### src/rtl/intr_pkg.sv
package intr_pkg;
  localparam int AW = 16;
  localparam int DW = 8;

  typedef enum logic [2:0] {
    CYC_IDLE   = 3'd0,
    CYC_NMIACK = 3'd1,
    CYC_INTACK = 3'd2,
    CYC_MWR    = 3'd3,
    CYC_MRD    = 3'd4
  } cyc_e;

  typedef enum logic [1:0] {
    K_NMI = 2'd0,
    K_IM1 = 2'd1,
    K_IM2 = 2'd2
  } kind_e;

  // cycle type of machine cycle idx for a response kind
  function automatic cyc_e mc_type(kind_e k, logic [2:0] idx);
    if (idx == 3'd0) return (k == K_NMI) ? CYC_NMIACK : CYC_INTACK;
    else if (idx < 3'd3) return CYC_MWR;
    else return CYC_MRD;
  endfunction

  function automatic logic [2:0] mc_total(kind_e k);
    return (k == K_IM2) ? 3'd5 : 3'd3;
  endfunction

  // push slot: idx 1 -> SP-1, idx 2 -> SP-2
  function automatic logic [AW-1:0] push_addr(logic [AW-1:0] sp, logic [2:0] idx);
    return sp - AW'(idx);
  endfunction

  // table slot: idx 3 -> pointer, idx 4 -> pointer+1
  function automatic logic [AW-1:0] ptr_addr(logic [DW-1:0] pg, logic [DW-1:0] v,
                                             logic [2:0] idx);
    return {pg, v} + AW'(idx - 3'd3);
  endfunction

  function automatic logic [AW-1:0] sp_after(logic [AW-1:0] sp);
    return sp - AW'(2);
  endfunction
endpackage

### src/rtl/intr_tcount.sv
module intr_tcount #(
  parameter int CW = 3
) (
  input  logic          clk,
  input  logic          rst_n,
  input  logic          run,
  input  logic [CW-1:0] len,
  output logic          last
);
  logic [CW-1:0] t_q;

  assign last = run && (t_q == len - CW'(1));

  always_ff @(posedge clk) begin
    if (!rst_n)          t_q <= '0;
    else if (!run || last) t_q <= '0;
    else                 t_q <= t_q + CW'(1);
  end
endmodule

### src/rtl/intr_datapath.sv
module intr_datapath
  import intr_pkg::*;
(
  input  logic          clk,
  input  logic          rst_n,
  input  logic          load,
  input  logic [AW-1:0] pc_i,
  input  logic [AW-1:0] sp_i,
  input  logic [DW-1:0] ireg_i,
  input  logic [DW-1:0] data_i,
  input  cyc_e          cyc,
  input  logic [2:0]    mc,
  input  logic          mc_last,
  output logic [AW-1:0] addr_o,
  output logic [DW-1:0] dout_o,
  output logic [DW-1:0] lo_o,
  output logic [AW-1:0] sp_o
);
  logic [AW-1:0] pc_q, sp_q;
  logic [DW-1:0] pg_q, vec_q, lo_q;
  logic          ack_end, rd0_end;

  assign ack_end = mc_last && (cyc == CYC_NMIACK || cyc == CYC_INTACK);
  assign rd0_end = mc_last && (cyc == CYC_MRD) && (mc == 3'd3);

  always_ff @(posedge clk) begin
    if (!rst_n) begin
      pc_q  <= '0;
      sp_q  <= '0;
      pg_q  <= '0;
      vec_q <= '0;
      lo_q  <= '0;
    end else begin
      if (load) begin
        pc_q <= pc_i;
        sp_q <= sp_i;
        pg_q <= ireg_i;
      end
      if (ack_end) vec_q <= data_i;
      if (rd0_end) lo_q  <= data_i;
    end
  end

  always_comb begin
    addr_o = '0;
    dout_o = '0;
    unique case (cyc)
      CYC_NMIACK, CYC_INTACK: addr_o = pc_q;
      CYC_MWR: begin
        addr_o = push_addr(sp_q, mc);
        dout_o = (mc == 3'd1) ? pc_q[AW-1:DW] : pc_q[DW-1:0];
      end
      CYC_MRD: addr_o = ptr_addr(pg_q, vec_q, mc);
      default: ;
    endcase
  end

  assign lo_o = lo_q;
  assign sp_o = sp_q;
endmodule

### src/rtl/intr_resp_seq.sv
module intr_resp_seq
  import intr_pkg::*;
#(
  parameter logic [15:0] NMI_VEC   = 16'h0066,
  parameter logic [15:0] IM1_VEC   = 16'h0038,
  parameter int          ACK_NMI_T = 5,
  parameter int          ACK_INT_T = 7,
  parameter int          MEM_T     = 3
) (
  input  logic        clk,
  input  logic        rst_n,
  input  logic        accept_i,
  input  logic        is_nmi_i,
  input  logic [1:0]  mode_i,
  input  logic [15:0] pc_i,
  input  logic [15:0] sp_i,
  input  logic [7:0]  ireg_i,
  input  logic [7:0]  data_i,
  output logic [15:0] addr_o,
  output logic [7:0]  dout_o,
  output logic        rd_o,
  output logic        wr_o,
  output logic        ack_o,
  output logic [2:0]  cyc_o,
  output logic        done_o,
  output logic        unsup_o,
  output logic [15:0] pc_new_o,
  output logic [15:0] sp_new_o
);
  localparam int MAXA = (ACK_INT_T > ACK_NMI_T) ? ACK_INT_T : ACK_NMI_T;
  localparam int MAXT = (MAXA > MEM_T) ? MAXA : MEM_T;
  localparam int CW   = $clog2(MAXT + 1);

  logic          busy_q, done_q, unsup_q;
  kind_e         kind_q;
  logic [2:0]    mc_q;
  logic [AW-1:0] pc_new_q, sp_new_q, sp_cur, target;
  logic [DW-1:0] lo_byte;
  cyc_e          cyc;
  logic [CW-1:0] len;

  // named events for the checker
  logic accept_idle, accept_go, accept_bad, mc_last, seq_end;

  assign accept_idle = accept_i && !busy_q;
  assign accept_go   = accept_idle && (is_nmi_i || mode_i == 2'd1 || mode_i == 2'd2);
  assign accept_bad  = accept_idle && !accept_go;

  assign cyc = busy_q ? mc_type(kind_q, mc_q) : CYC_IDLE;

  always_comb begin
    unique case (cyc)
      CYC_NMIACK: len = CW'(ACK_NMI_T);
      CYC_INTACK: len = CW'(ACK_INT_T);
      default:    len = CW'(MEM_T);
    endcase
  end

  intr_tcount #(.CW(CW)) u_tcnt (
    .clk(clk), .rst_n(rst_n), .run(busy_q), .len(len), .last(mc_last)
  );

  intr_datapath u_dp (
    .clk(clk), .rst_n(rst_n), .load(accept_go),
    .pc_i(pc_i), .sp_i(sp_i), .ireg_i(ireg_i), .data_i(data_i),
    .cyc(cyc), .mc(mc_q), .mc_last(mc_last),
    .addr_o(addr_o), .dout_o(dout_o), .lo_o(lo_byte), .sp_o(sp_cur)
  );

  assign seq_end = mc_last && (mc_q == mc_total(kind_q) - 3'd1);

  always_comb begin
    unique case (kind_q)
      K_NMI:   target = NMI_VEC;
      K_IM1:   target = IM1_VEC;
      default: target = {data_i, lo_byte};
    endcase
  end

  always_ff @(posedge clk) begin
    if (!rst_n) begin
      busy_q   <= 1'b0;
      done_q   <= 1'b0;
      unsup_q  <= 1'b0;
      kind_q   <= K_NMI;
      mc_q     <= '0;
      pc_new_q <= '0;
      sp_new_q <= '0;
    end else begin
      done_q  <= 1'b0;
      unsup_q <= 1'b0;
      if (accept_go) begin
        busy_q <= 1'b1;
        mc_q   <= '0;
        kind_q <= is_nmi_i ? K_NMI : ((mode_i == 2'd1) ? K_IM1 : K_IM2);
      end else if (accept_bad) begin
        unsup_q <= 1'b1;
      end else if (mc_last) begin
        if (seq_end) begin
          busy_q   <= 1'b0;
          done_q   <= 1'b1;
          pc_new_q <= target;
          sp_new_q <= sp_after(sp_cur);
        end else begin
          mc_q <= mc_q + 3'd1;
        end
      end
    end
  end

  assign cyc_o    = cyc;
  assign ack_o    = (cyc == CYC_NMIACK) || (cyc == CYC_INTACK);
  assign rd_o     = (cyc == CYC_MRD);
  assign wr_o     = (cyc == CYC_MWR);
  assign done_o   = done_q;
  assign unsup_o  = unsup_q;
  assign pc_new_o = pc_new_q;
  assign sp_new_o = sp_new_q;
endmodule

### config.mk
export PLATFORM = sky130hd
export DESIGN_NAME = intr_resp_seq
export DESIGN_NICKNAME = d
export VERILOG_FILES = /design/src/rtl/intr_pkg.sv /design/src/rtl/intr_tcount.sv /design/src/rtl/intr_datapath.sv /design/src/rtl/intr_resp_seq.sv
export SDC_FILE = /design/constraint.sdc
export NUM_CORES = 1
export LEC_CHECK = 0
export BUFFER_PORTS_ARGS = -buffer_cell sky130_fd_sc_hd__buf_2
export CAP_MARGIN = 20
export CORE_ASPECT_RATIO = 1.25
export CORE_MARGIN = 2
export CORE_UTILIZATION = 49
export DETAILED_ROUTE_END_ITERATION = 8
export PLACE_DENSITY = 0.86
export SLEW_MARGIN = 25
export SYNTH_ARGS = -nofsm -noshare
export SYNTH_HDL_FRONTEND = slang
export SYNTH_SLANG_ARGS = --single-unit
### constraint.sdc
create_clock -name clk -period 2.71 [get_ports clk]
set_clock_uncertainty 0.2 [all_clocks]
set_input_delay 0.271 -clock clk [delete_from_list [all_inputs] [get_ports clk]]
set_output_delay 0.271 -clock clk [all_outputs]
set_load 0.005 [all_outputs]
==> results.json <==
{
  "n_antenna_cell": 0,
  "p_leak_nw": 3.53,
  "ys_seq_area_frac": 0.376,
  "clk_pin_slew_ns": 0.07,
  "cts.sinks": 99,
  "fillerInstances": 606,
  "sw_frac_of_total": 0.314,
  "intPower_w": 0.00265,
  "synth_cell_types": 57,
  "hold_violations": 0,
  "relSlewSlack": 0.361,
  "report.final.setup_viol": 20,
  "finalPower_w": 0.00386,
  "netlist_instances": 592,
  "timing.rr.start": "u_dp.sp_o[3]",
  "drv_slew": 0,
  "grt_pass1_vias": 5654,
  "r2r_cells": 7,
  "cts_buffer_depth": 2,
  "holdPathEnd": "kind_q[1]",
  "final_common_cell": "buf_2",
  "cts_root_buffer": "clkbuf_16",
  "drt_pass1_iterations": 5,
  "cts_tree": "done",
  "place_hpwl_mm": 11.5,
  "fmax_mhz": 285,
  "status": "finished with violations",
  "drive_gt1_frac": 0.365,
  "ir_worst_vdd_uv": 434,
  "synthFlopType": "dfxtp_1",
  "grt_first_pass_wirelength_mm": 28.1,
  "clkPwrFrac": 0.330,
  "timing.final.ws_setup_ns": -0.800,
  "vias": 5812,
  "p_sw_w": 0.00121,
  "finalSetupTns_ns": -7.82,
  "hold_start": "mode_i[0]",
  "end_kind": "output pin",
  "dieArea_mm2": 0.0116,
  "wire_per_inst_um": 20.9,
  "port-buffer-count": 117,
  "reg2reg_slack_ns": -0.07,
  "fin_nets": 903,
  "grt_antenna_before_repair": 0,
  "crit_type": "flip-flop to output pin",
  "die_h_um": 120,
  "required_ns": 2.24,
  "viasPerCell": 6.07,
  "row_count": 42,
  "synth_seq_cells": 99,
  "worst_slew_pin_slew_ns": 0.950,
  "combPwrFrac": 0.264,
  "hold-path-cell-count": 3,
  "gr-total-overflow": 0,
  "drv_cap": 0,
  "cts-buffers-inserted": 9,
  "drt_wl_total_mm": 20.0,
  "synth_top_area_frac": 0.376,
  "grt_max_degree": 67,
  "power.density_mw_per_mm2": 486,
  "initial_core_util": 0.500,
  "yosys_warnings": 0,
  "violations": "setup timing",
  "h-tree-depth": 3,
  "io-pin-count": 118,
  "clk_latency_ns": 0.35,
  "first_iter_violations": 467,
  "async_flop_share": 0,
  "grtUsageTotal": 0.299,
  "ant_nets": 0,
  "rsz0062_at_grt": "true",
  "core_area_mm2": 0.0106,
  "layout_min_cycle_time_ns": 3.51,
  "syn-num-nets": 675,
  "seqPwrFrac": 0.406,
  "netlist.top_cell.by_area": "dfxtp_1",
  "post-route-period-util": 1.30,
  "drc": 0,
  "chipWidth_um": 96.8,
  "ys_top_cells_by_area": "dfxtp_1 (38%), a22o_1 (7.0%), ha_1 (6.4%)",
  "pre_cts_ws_ns": -0.480,
  "arrival_ns": 3.04,
  "reg2reg_to": "sp_new_o[13]",
  "cp_max_fo": 3,
  "hp-class": "primary input to flip-flop",
  "syn-cell-area_mm2": 0.00528,
  "mostFrequentLayoutCells": "buf_2 (117), dfxtp_1 (96), buf_4 (74)",
  "fin_hold_ws_ns": 0.0906,
  "syn2layout_area_growth_pct": 50.6,
  "place_congestion": 1.04,
  "synth-edff-count": 0,
  "start_kind": "flip-flop",
  "syn_avg_cell_area_um2": 8.91
}
-- cell families after synthesis --
family | synth area share
AO/OA/AOI/OAI | 0.206
XOR/XNOR | 0.0664
adder cells (fa/ha/maj) | 0.0716
buffers and inverters | 0.0498
flip-flops | 0.376
multiplexers | 0.0531
AND/OR/NAND/NOR | 0.178
-- flip-flops by register name (all words and copies together) (netlist names) --
register,flops
u_dp.vec_q,8
u_dp.pc_q,16
pc_new_o,16
mc_q,3
done_o,1
u_dp.lo_o,8
unsup_o,1
busy_q,1
u_dp.sp_o,16
sp_new_o,16
kind_q,2
u_dp.pg_q,8
u_tcnt.t_q,3
-- metal layers --
metal  routed length (um)  up-vias  GRT usage
li1                     -     2590          -
met1                 7290     2744      0.336
met2                 9890      364      0.524
met3                 1470      114     0.0676
met4                 1360        0      0.162
met5                    0        -          0
-- Yosys cell counts, drive strengths merged, types with 2 or more instances --
library cell and number:
dfxtp 99, nand2 64, nor2 56, a22o 42
mux2i 28, ha 27, clkbuf 26, o21ai 23
a211oi 22, xnor2 22, inv 18, xor2 18
a21oi 16, buf 15, nand4 12, nor3 11
nor2b 10, nand3 9, o221ai 9, nor4 7
or3 7, a21o 5, a221o 4, a31oi 4
a311oi 3, nand3b 3, o21a 3, a22oi 2
and4 2, clkinv 2, fa 2, nand2b 2
nand4b 2, nor4b 2, o21bai 2, o22ai 2
o31ai 2
-- critical path, cell delays in order (launching register included) --
cell	delay, ns
dfxtp_4	0.37
ha_4	0.16
inv_4	0.05
ha_4	0.28
inv_4	0.05
ha_4	0.22
a211oi_4	0.30
a21oi_4	0.11
buf_6	0.12
or3_4	0.36
a21oi_2	0.14
xor2_1	0.21
o221ai_1	0.14
buf_2	0.15
-- power by group through the flow --
stage          Clock, W  Combinational, W  Sequential, W
2_1_floorplan         0          0.000509        0.00157
5_1_grt         0.00133           0.00107        0.00157
3_5_place_dp          0          0.000764        0.00159
3_3_place_gp          0          0.000745        0.00159
6_report        0.00127           0.00102        0.00157
4_1_cts         0.00127          0.000866        0.00156
-- worst max path at each step --
stage | from | end | cells after the start
final | mc_q[1] | addr_o[7] | 13
after global placement | mc_q[0] | addr_o[13] | 13
after detailed placement | mc_q[0] | addr_o[13] | 13
after floorplan | mc_q[0] | addr_o[14] | 8
after CTS | mc_q[1] | addr_o[7] | 13
after global routing | mc_q[1] | addr_o[7] | 13
-- what timing repair did --
action | 4_1_cts | 5_1_grt
setup buffers | 11 | 25
resized for setup | 44 | 48
endpoints found under the setup margin | 16 | 47
endpoints found under the hold margin | 48 | 0
cloned | 0 | 5
hold buffers | 48 | 0
pin swaps | 30 | 38
-- final cells by class --
class / count / area [um2] / share of cell area
repair buffers: 258 / 1890 / 0.238
multi-input cells: 432 / 3510 / 0.442
clock buffers: 10 / 239 / 0.0301
well taps: 132 / 165 / 0.0208
inverters: 20 / 90.1 / 0.0113
clock inverters: 6 / 56.3 / 0.00709
flip-flops and latches: 99 / 1990 / 0.251
-- stage by stage --
| stage | cells | cell area, um2 | utilization |
|---|---|---|---|
| floorplan | 592 | 5350 | - |
| global placement | 862 | 6440 | 0.610 |
| detailed placement | 862 | 6440 | 0.610 |
| CTS | 935 | 7510 | 0.711 |
| global route | 957 | 7950 | 0.752 |
| finish | 957 | 7950 | 0.752 |
Note: power is estimated with default switching activity, not from simulation.
